[src/rtl/pcm_fifo_pkg.sv]
package pcm_fifo_pkg;
  localparam int ADDR_W = 3;
  localparam logic [ADDR_W-1:0] A_ERREN = 3'd0;
  localparam logic [ADDR_W-1:0] A_ERRST = 3'd1;
  localparam logic [ADDR_W-1:0] A_FCTL  = 3'd2;
  localparam logic [ADDR_W-1:0] A_FSTAT = 3'd3;
  localparam logic [ADDR_W-1:0] A_THR   = 3'd4;
  localparam logic [ADDR_W-1:0] A_TXD   = 3'd5;
  localparam logic [ADDR_W-1:0] A_RXD   = 3'd6;

  // Bit positions decoded by software
  localparam int B_ERR_LO = 26;  // 29 tx udf, 28 tx ovf, 27 rx udf, 26 rx ovf
  localparam int B_IDLE   = 25;
  localparam int B_ACLK   = 31;
  localparam int B_SRST   = 16;
  localparam int B_TIE    = 3;
  localparam int B_RIE    = 2;
  localparam int B_TFRST  = 1;
  localparam int B_RFRST  = 0;
  localparam int B_TXCNT  = 24;
  localparam int B_TREQ   = 16;
  localparam int B_RXCNT  = 8;
  localparam int B_RREQ   = 0;
  localparam int B_TXTHR  = 8;
  localparam int B_RXTHR  = 0;

  // Transmit request: free space strictly above threshold
  function automatic logic space_over(input int unsigned fill,
                                      input int unsigned depth,
                                      input int unsigned thr);
    if (fill > depth) return 1'b0;
    return (depth - fill) > thr;
  endfunction

  // Receive request: occupancy strictly above threshold
  function automatic logic fill_over(input int unsigned fill,
                                     input int unsigned thr);
    return fill > thr;
  endfunction
endpackage

[src/rtl/pcm_fifo_store.sv]
module pcm_fifo_store #(
  parameter int DEPTH = 32,
  parameter int WIDTH = 32,
  localparam int AW = $clog2(DEPTH),
  localparam int CW = AW + 1
) (
  input  logic             clk,
  input  logic             rst_n,
  input  logic             clr,
  input  logic             push,
  input  logic [WIDTH-1:0] din,
  input  logic             pop,
  output logic [WIDTH-1:0] dout,
  output logic [CW-1:0]    count,
  output logic             push_drop,
  output logic             pop_miss
);
  logic [WIDTH-1:0] mem [DEPTH];
  logic [AW-1:0] wr_ptr, rd_ptr;
  logic full, empty, do_push, do_pop;

  assign full      = (count == CW'(DEPTH));
  assign empty     = (count == '0);
  assign do_push   = push & ~clr & ~full;
  assign do_pop    = pop  & ~clr & ~empty;
  assign push_drop = push & ~clr & full;
  assign pop_miss  = pop  & ~clr & empty;
  assign dout      = empty ? '0 : mem[rd_ptr];

  function automatic logic [AW-1:0] bump(input logic [AW-1:0] p);
    return (p == AW'(DEPTH - 1)) ? '0 : p + 1'b1;
  endfunction

  always_ff @(posedge clk) begin
    if (do_push) mem[wr_ptr] <= din;
  end

  always_ff @(posedge clk or negedge rst_n) begin
    if (!rst_n) begin
      wr_ptr <= '0;
      rd_ptr <= '0;
      count  <= '0;
    end else if (clr) begin
      wr_ptr <= '0;
      rd_ptr <= '0;
      count  <= '0;
    end else begin
      if (do_push) wr_ptr <= bump(wr_ptr);
      if (do_pop)  rd_ptr <= bump(rd_ptr);
      case ({do_push, do_pop})
        2'b10:   count <= count + 1'b1;
        2'b01:   count <= count - 1'b1;
        default: count <= count;
      endcase
    end
  end

  assert_count_bound_R2: assert property (@(posedge clk) disable iff (!rst_n)
    count <= CW'(DEPTH));
  assert_push_grows_R2: assert property (@(posedge clk) disable iff (!rst_n)
    (push && !full && !pop && !clr) |=> count == $past(count) + 1'b1);
  assert_drop_keeps_R3: assert property (@(posedge clk) disable iff (!rst_n)
    (push_drop && !pop) |=> count == $past(count));
  assert_clear_empties_R9: assert property (@(posedge clk) disable iff (!rst_n)
    clr |=> count == '0);
endmodule

[src/rtl/pcm_sticky_bits.sv]
module pcm_sticky_bits #(
  parameter int N = 4
) (
  input  logic         clk,
  input  logic         rst_n,
  input  logic         wipe,
  input  logic [N-1:0] hold,
  input  logic [N-1:0] set,
  input  logic [N-1:0] wclr,
  output logic [N-1:0] q
);
  for (genvar i = 0; i < N; i++) begin : g_bit
    always_ff @(posedge clk or negedge rst_n) begin
      if (!rst_n)                 q[i] <= 1'b0;
      else if (wipe || hold[i])   q[i] <= 1'b0;
      else if (set[i])            q[i] <= 1'b1;
      else if (wclr[i])           q[i] <= 1'b0;
    end

    assert_zero_clears_R5: assert property (@(posedge clk) disable iff (!rst_n)
      (wclr[i] && !set[i]) |=> !q[i]);
    assert_hold_forces_R9: assert property (@(posedge clk) disable iff (!rst_n)
      hold[i] |=> !q[i]);
  end
endmodule

[src/rtl/pcm_fifo_pair.sv]
module pcm_fifo_pair
  import pcm_fifo_pkg::*;
#(
  parameter int DEPTH = 32,
  parameter int WIDTH = 32,
  parameter int THR_W = 5
) (
  input  logic              clk,
  input  logic              rst_n,
  input  logic              bus_wr,
  input  logic              bus_rd,
  input  logic [2:0]        bus_addr,
  input  logic [31:0]       bus_wdata,
  output logic [31:0]       bus_rdata,
  input  logic              tx_pull,
  output logic [WIDTH-1:0]  tx_word,
  input  logic              rx_push,
  input  logic [WIDTH-1:0]  rx_word,
  output logic              tx_req_irq,
  output logic              rx_req_irq,
  output logic              err_irq,
  output logic              aclk_en
);
  localparam int CW = $clog2(DEPTH) + 1;

  // Bus decode events
  logic wr_erren, wr_errst, wr_fctl, wr_fstat, wr_thr, wr_txd, rd_rxd;
  assign wr_erren = bus_wr && bus_addr == A_ERREN;
  assign wr_errst = bus_wr && bus_addr == A_ERRST;
  assign wr_fctl  = bus_wr && bus_addr == A_FCTL;
  assign wr_fstat = bus_wr && bus_addr == A_FSTAT;
  assign wr_thr   = bus_wr && bus_addr == A_THR;
  assign wr_txd   = bus_wr && bus_addr == A_TXD;
  assign rd_rxd   = bus_rd && bus_addr == A_RXD;

  // Control state
  logic             srst_q;
  logic [3:0]       err_en;
  logic             aclk_q, tie_q, rie_q, tfrst_q, rfrst_q;
  logic [THR_W-1:0] thr_tx, thr_rx;

  always_ff @(posedge clk or negedge rst_n) begin
    if (!rst_n) srst_q <= 1'b0;
    else        srst_q <= !srst_q && wr_fctl && bus_wdata[B_SRST];
  end

  always_ff @(posedge clk or negedge rst_n) begin
    if (!rst_n) begin
      err_en  <= '0;
      aclk_q  <= 1'b0;
      tie_q   <= 1'b0;
      rie_q   <= 1'b0;
      tfrst_q <= 1'b0;
      rfrst_q <= 1'b0;
      thr_tx  <= '0;
      thr_rx  <= '0;
    end else if (srst_q) begin
      err_en  <= '0;
      aclk_q  <= 1'b0;
      tie_q   <= 1'b0;
      rie_q   <= 1'b0;
      tfrst_q <= 1'b0;
      rfrst_q <= 1'b0;
      thr_tx  <= '0;
      thr_rx  <= '0;
    end else begin
      if (wr_erren) err_en <= bus_wdata[B_ERR_LO +: 4];
      if (wr_fctl) begin
        aclk_q  <= bus_wdata[B_ACLK];
        tie_q   <= bus_wdata[B_TIE];
        rie_q   <= bus_wdata[B_RIE];
        tfrst_q <= bus_wdata[B_TFRST];
        rfrst_q <= bus_wdata[B_RFRST];
      end
      if (wr_thr) begin
        thr_tx <= bus_wdata[B_TXTHR +: THR_W];
        thr_rx <= bus_wdata[B_RXTHR +: THR_W];
      end
    end
  end

  // FIFOs
  logic             tx_clr, rx_clr;
  logic [CW-1:0]    tx_cnt, rx_cnt;
  logic [WIDTH-1:0] rx_head;
  logic             ev_tx_ovf, ev_tx_udf, ev_rx_ovf, ev_rx_udf;

  assign tx_clr = tfrst_q | srst_q;
  assign rx_clr = rfrst_q | srst_q;

  pcm_fifo_store #(.DEPTH(DEPTH), .WIDTH(WIDTH)) u_tx_fifo (
    .clk(clk), .rst_n(rst_n), .clr(tx_clr),
    .push(wr_txd), .din(bus_wdata[WIDTH-1:0]), .pop(tx_pull),
    .dout(tx_word), .count(tx_cnt),
    .push_drop(ev_tx_ovf), .pop_miss(ev_tx_udf)
  );

  pcm_fifo_store #(.DEPTH(DEPTH), .WIDTH(WIDTH)) u_rx_fifo (
    .clk(clk), .rst_n(rst_n), .clr(rx_clr),
    .push(rx_push), .din(rx_word), .pop(rd_rxd),
    .dout(rx_head), .count(rx_cnt),
    .push_drop(ev_rx_ovf), .pop_miss(ev_rx_udf)
  );

  // Error flags: [3] tx udf, [2] tx ovf, [1] rx udf, [0] rx ovf
  logic [3:0] err_q, err_set, err_wclr;
  assign err_set  = {ev_tx_udf, ev_tx_ovf, ev_rx_udf, ev_rx_ovf};
  assign err_wclr = wr_errst ? ~bus_wdata[B_ERR_LO +: 4] : 4'b0;

  pcm_sticky_bits #(.N(4)) u_err_flags (
    .clk(clk), .rst_n(rst_n), .wipe(srst_q), .hold(4'b0),
    .set(err_set), .wclr(err_wclr), .q(err_q)
  );

  // Request flags: [1] transmit, [0] receive
  logic       tde_cond, rdf_cond;
  logic [1:0] req_q, req_wclr;
  assign tde_cond = !tfrst_q && space_over(int'(tx_cnt), DEPTH, int'(thr_tx));
  assign rdf_cond = !rfrst_q && fill_over(int'(rx_cnt), int'(thr_rx));
  assign req_wclr = wr_fstat ? {~bus_wdata[B_TREQ], ~bus_wdata[B_RREQ]} : 2'b0;

  pcm_sticky_bits #(.N(2)) u_req_flags (
    .clk(clk), .rst_n(rst_n), .wipe(srst_q), .hold({tfrst_q, rfrst_q}),
    .set({tde_cond, rdf_cond}), .wclr(req_wclr), .q(req_q)
  );

  // Outputs
  logic idle;
  assign idle       = (tx_cnt == '0) && (rx_cnt == '0);
  assign tx_req_irq = req_q[1] & tie_q;
  assign rx_req_irq = req_q[0] & rie_q;
  assign err_irq    = |(err_q & err_en);
  assign aclk_en    = aclk_q;

  always_comb begin
    bus_rdata = '0;
    case (bus_addr)
      A_ERREN: bus_rdata[B_ERR_LO +: 4] = err_en;
      A_ERRST: begin
        bus_rdata[B_ERR_LO +: 4] = err_q;
        bus_rdata[B_IDLE]        = idle;
      end
      A_FCTL: begin
        bus_rdata[B_ACLK]  = aclk_q;
        bus_rdata[B_SRST]  = srst_q;
        bus_rdata[B_TIE]   = tie_q;
        bus_rdata[B_RIE]   = rie_q;
        bus_rdata[B_TFRST] = tfrst_q;
        bus_rdata[B_RFRST] = rfrst_q;
      end
      A_FSTAT: begin
        bus_rdata[B_TXCNT +: CW] = tx_cnt;
        bus_rdata[B_TREQ]        = req_q[1];
        bus_rdata[B_RXCNT +: CW] = rx_cnt;
        bus_rdata[B_RREQ]        = req_q[0];
      end
      A_THR: begin
        bus_rdata[B_TXTHR +: THR_W] = thr_tx;
        bus_rdata[B_RXTHR +: THR_W] = thr_rx;
      end
      A_RXD:   bus_rdata[WIDTH-1:0] = rx_head;
      default: bus_rdata = '0;
    endcase
  end

  assert_srst_pulse_R10: assert property (@(posedge clk) disable iff (!rst_n)
    srst_q |=> !srst_q);
  assert_srst_clears_R10: assert property (@(posedge clk) disable iff (!rst_n)
    srst_q |=> (tx_cnt == '0 && rx_cnt == '0 && thr_tx == '0 && err_q == '0));
  assert_tx_hold_quiet_R9: assert property (@(posedge clk) disable iff (!rst_n)
    (tfrst_q && !srst_q) |=> !err_q[3] || $past(err_q[3]));
endmodule

[config.mk]
export PLATFORM = sky130hd
export DESIGN_NAME = pcm_fifo_pair
export DESIGN_NICKNAME = d
export VERILOG_FILES = /design/src/rtl/pcm_fifo_pkg.sv /design/src/rtl/pcm_fifo_store.sv /design/src/rtl/pcm_sticky_bits.sv /design/src/rtl/pcm_fifo_pair.sv
export SDC_FILE = /design/constraint.sdc
export NUM_CORES = 2
export LEC_CHECK = 0
export BUFFER_PORTS_ARGS = -buffer_cell sky130_fd_sc_hd__buf_4
export CAP_MARGIN = 10
export CORE_ASPECT_RATIO = 1.5
export CORE_UTILIZATION = 45
export DETAILED_ROUTE_END_ITERATION = 6
export PLACE_DENSITY = 0.62
export SKIP_LAST_GASP = 1
export SYNTH_ARGS = -nofsm -noshare
export SYNTH_HDL_FRONTEND = slang
export SYNTH_SLANG_ARGS = --single-unit
[constraint.sdc]
create_clock -name clk -period 5 [get_ports clk]
set_input_delay 1.5 -clock clk [delete_from_list [all_inputs] [get_ports clk]]
set_output_delay 1.5 -clock clk [all_outputs]
set_load 0.1 [all_outputs]
==> results.txt <==
The number of DRC markers in iteration 0 is 4450. The largest vdd supply drop came out at 0.000633 V. Entering global routing, the biggest net connects 66 pins. In the finished design, the share of the clock period the worst path needs comes to 1.01. Synthesis produced 4000 cells.

The number of failing hold endpoints at the final stage came out at 0. The fraction of synthesized area in multiplexers came out at 0.146. Clock tree synthesis selected as its root buffer the cell clkbuf_16. Each instance of the synthesized netlist takes up on average 20.6 um2. The number of filler cells placed in the layout is 14110. In this design, the stage delay of the slowest critical-path cell is 0.49 ns. The count of vias placed by the detailed router came out at 42615. The hold-critical path depth came out at 2. STA classifies the critical path startpoint as a flop. The starting density of the core came out at 0.455. Relative to the synthesized area, the layout overhead comes to 17.1%. For this design the static power due to leakage is 30.5 nW.

The required time of the critical path came out at 3.50 ns. The xor-xnor portion of the synthesized cell area is 0.000957. Once placement finished, the instance area stood at 88400 um2. In this run the most critical hold path is launched from thr_rx[1]$_DFFE_PN0P_. From left edge to right edge, the die measures 351 um. The share of the synthesized area in compound gates (AO/OA/AOI/OAI) came to 0.0495. The number of global-route vias before repair came out at 43367. The first global-routing pass estimated 316000 um of wire.

Setup slack on the worst reg-to-reg path comes out at 1.32 ns. The final design instance area without fill is 96500 um2. Once layout is complete, the cells apart from fillers number 7012. The clock buffer count from CTS came out at 197. Static timing analysis puts the maximum clock frequency at 199 MHz.

Before CTS, the worst setup slack after placement is 0.345 ns. The clock-pin slew on the worst setup and hold paths came out at 0.06 ns. The post-layout total power is 44.6 mW. Walking the worst path, the cells encountered are buf_12, buf_12, buf_16, mux4_2, a22o_1, a221oi_2, buf_4, o22ai_2, a221o_1, buf_12. The total half-perimeter wirelength after legalization and detailed placement is 135000 um. The boundary pin count is 141. The top fanout value on the critical path came out at 7. The number of antenna violations at the first check in global routing is 18. The first detailed-routing pass ran for 7 iterations.

The slowest library cell on the worst path is mux4_2. The post-detailed-routing wire length is 226000 um. The worst register-to-register path ends at u_rx_fifo.mem[10][27]$_DFFE_PP_. Once routing completed, OpenROAD measured the worst setup slack at -0.0319 ns.

After synthesis the netlist holds a flip-flop and latch count of 2106. The count of unresolved DRC violations after routing is 4. Final hold analysis gives a worst-case slack of 0.590 ns. The beginning of the worst register-to-register path is srst_q$_DFF_PN0_. Counting flops with a built-in enable in the synthesized netlist gives 2048. The remaining antenna violation count is 0. Yosys attributes the largest share of cell area to edfxtp_1, mux4_2, mux2i_1.

The sink count of the clock tree came out at 2106. Setup repair after global routing could not meet its margin everywhere. The adder-cell area share of the yosys netlist came out at 0.00471. The H-tree depth is 4. The height of the die is 526 um. STA puts the critical path data arrival time at 3.53 ns. The share of post-route cells with drive strength above 1 came out at 0.294. The largest total area in the synthesized netlist belongs to edfxtp_1.

The most common cell type on the critical path is buf_12. The setup TNS came out at -0.0805 ns. The fraction of registers with async set/reset came out at 0.0275. The number of max-slew violations in the final report came out at 0. The register area is 63000 um2. The count of cell types in the netlist came out at 70. The area of the die is 185000 um2. The ratio of routed vias to standard cells is 6.08. The area of the mapped netlist came out at 82400 um2. The Yosys step of the flow raised 0 warnings.

The overflow left after global routing came out at 0. The floorplan row count is 191. In the global route stage, overall resource usage came out at 0.243. The final reports fail on DRC, setup timing.

STA classifies the critical path endpoint as an output pin. By area, the combinational part of the netlist is dominated by multiplexers. The basic-gate share of the synthesized area counting and, or, nand and nor cells came out at 0.0197.

The clock arrives with 0.0574 ns of skew. The clock tree from TritonCTS is built. The register area share after synthesis came out at 0.764. The core region is 181000 um2.

Dividing the detail-routed wire length by the instance count gives 32.3 um. The category of the critical setup timing path is reg -> out. At the end of routability-driven placement, the weighted congestion stood at 0.908.

The worst hold path terminates at thr_rx[1]$_DFFE_PN0P_. For the pin with the worst max-slew slack, the measured transition is 0.926 ns. The primary flip-flop cell chosen by synthesis mapping is edfxtp_1. The reported max-cap violation count is 0. The tightest min-delay check is of the reg -> reg type. The area of the multi-input gates is 19200 um2. The clock latency of the later-clocked register in the worst-skew pair is 0.83 ns. The flow ran to the end, but the final reports show violations. The final setup violation count came out at 4.

The number of instances in the placed design is 6574. The number of cells on the worst reg-to-reg path came out at 5. Measured against its own limit, the worst slew margin works out to 0.383.

The shortest period the worst path allows is 5.03 ns. The worst setup path startpoint is u_rx_fifo.rd_ptr[0]$_DFFE_PN0P_. The share of synthesized area in the top cell type comes to 0.747. The total of hold buffers inserted after clock tree synthesis is 0. The total power density per cell area is 462 nW/um2. At the end of the flow the core is filled with cells to 0.533.

The post-layout net count came out at 4542. The count of buffers inserted at the top-level ports came out at 140. When the netlist entered floorplanning its net count stood at 4104. The largest buffer count on any clock path is 4.
synth_stat cells, drive strengths merged, types with 13 or more instances:
library cell	instances
a211o	38
a21boi	32
a21oi	84
a221oi	33
a22o	46
a22oi	22
buf	109
clkbuf	119
dfrtp	58
edfxtp	2048
ha	31
inv	19
mux2	52
mux2i	223
mux4	410
nand2	84
nor2	147
nor2b	13
nor4	21
o21ai	97
o221ai	66
o22ai	55
o31ai	59
registers in the layout (all words and copies together), names as in the netlist, 5 cells and up:
signal	cells
u_tx_fifo.wr_ptr	5
u_rx_fifo.wr_ptr	5
u_tx_fifo.count	6
u_rx_fifo.mem	1024
thr_rx	5
thr_tx	5
u_rx_fifo.rd_ptr	5
u_tx_fifo.rd_ptr	5
u_rx_fifo.count	6
u_tx_fifo.mem	1024
how the worst max path moves through the flow:
stage | end | cells after the start
2_1_floorplan | tx_word[17] | 8
3_3_place_gp | bus_rdata[29] | 7
3_5_place_dp | bus_rdata[26] | 7
4_1_cts | bus_rdata[12] | 10
5_1_grt | bus_rdata[0] | 10
6_report | bus_rdata[12] | 10
critical path, delay by kind of cell, from the launching register on:
family | cells | cell delay (ns)
buffers and inverters | 5 | 0.83
DFF | 1 | 0.45
muxes | 1 | 0.49
AOI/OAI and AO/OA | 4 | 0.91
per-layer routing:
layer | GRT usage | routed length [um] | up-vias
met5 | 0 | 13 | -
met4 | 0.0987 | 9760 | 2
met3 | 0.0366 | 14600 | 488
met2 | 0.440 | 121000 | 1805
met1 | 0.287 | 80400 | 22632
li1 | - | - | 17688
power breakdown:
group | internal, mW | switching [mW]
combinational | 3.98 | 6.39
sequential | 19.7 | 0.285
clock | 7.92 | 6.37
total | 31.6 | 13.0
cells in the final DEF (no fill, tap or decap), types with 64 or more instances in the layout:
cell type  instances
a21oi_1           83
buf_12            68
buf_4            315
clkbuf_16        204
edfxtp_1        2048
mux2i_1          223
mux4_2           410
nand2_1           82
nor2_1            82
nor2_4            64
o21ai_0           89
timing repair:
item | 4_1_cts | 5_1_grt
endpoints found under the hold margin | 0 | 0
gates cloned | 11 | 4
gates resized for setup | 146 | 48
endpoints found under the setup margin | 64 | 52
buffers inserted | 39 | 24
pin swaps | 17 | 6
logic make-up after synthesis:
| logic type | count (synthesis) |
|---|---|
| flops | 2106 |
| mux | 685 |
| compound gates | 575 |
| simple gates | 347 |
| buf+inv | 247 |
| fa+ha+maj | 31 |
| xor+xnor | 9 |
layout make-up:
class                   instances  area share
repair buffers                467      0.0535
diodes                         12    0.000311
well taps                    2412      0.0313
multi-input cells            1647       0.199
clock inverters               109     0.00878
inverters                      19    0.000739
clock buffers                 240      0.0536
flip-flops and latches       2106       0.653
No activity file was read; power rests on OpenSTA's default activity.
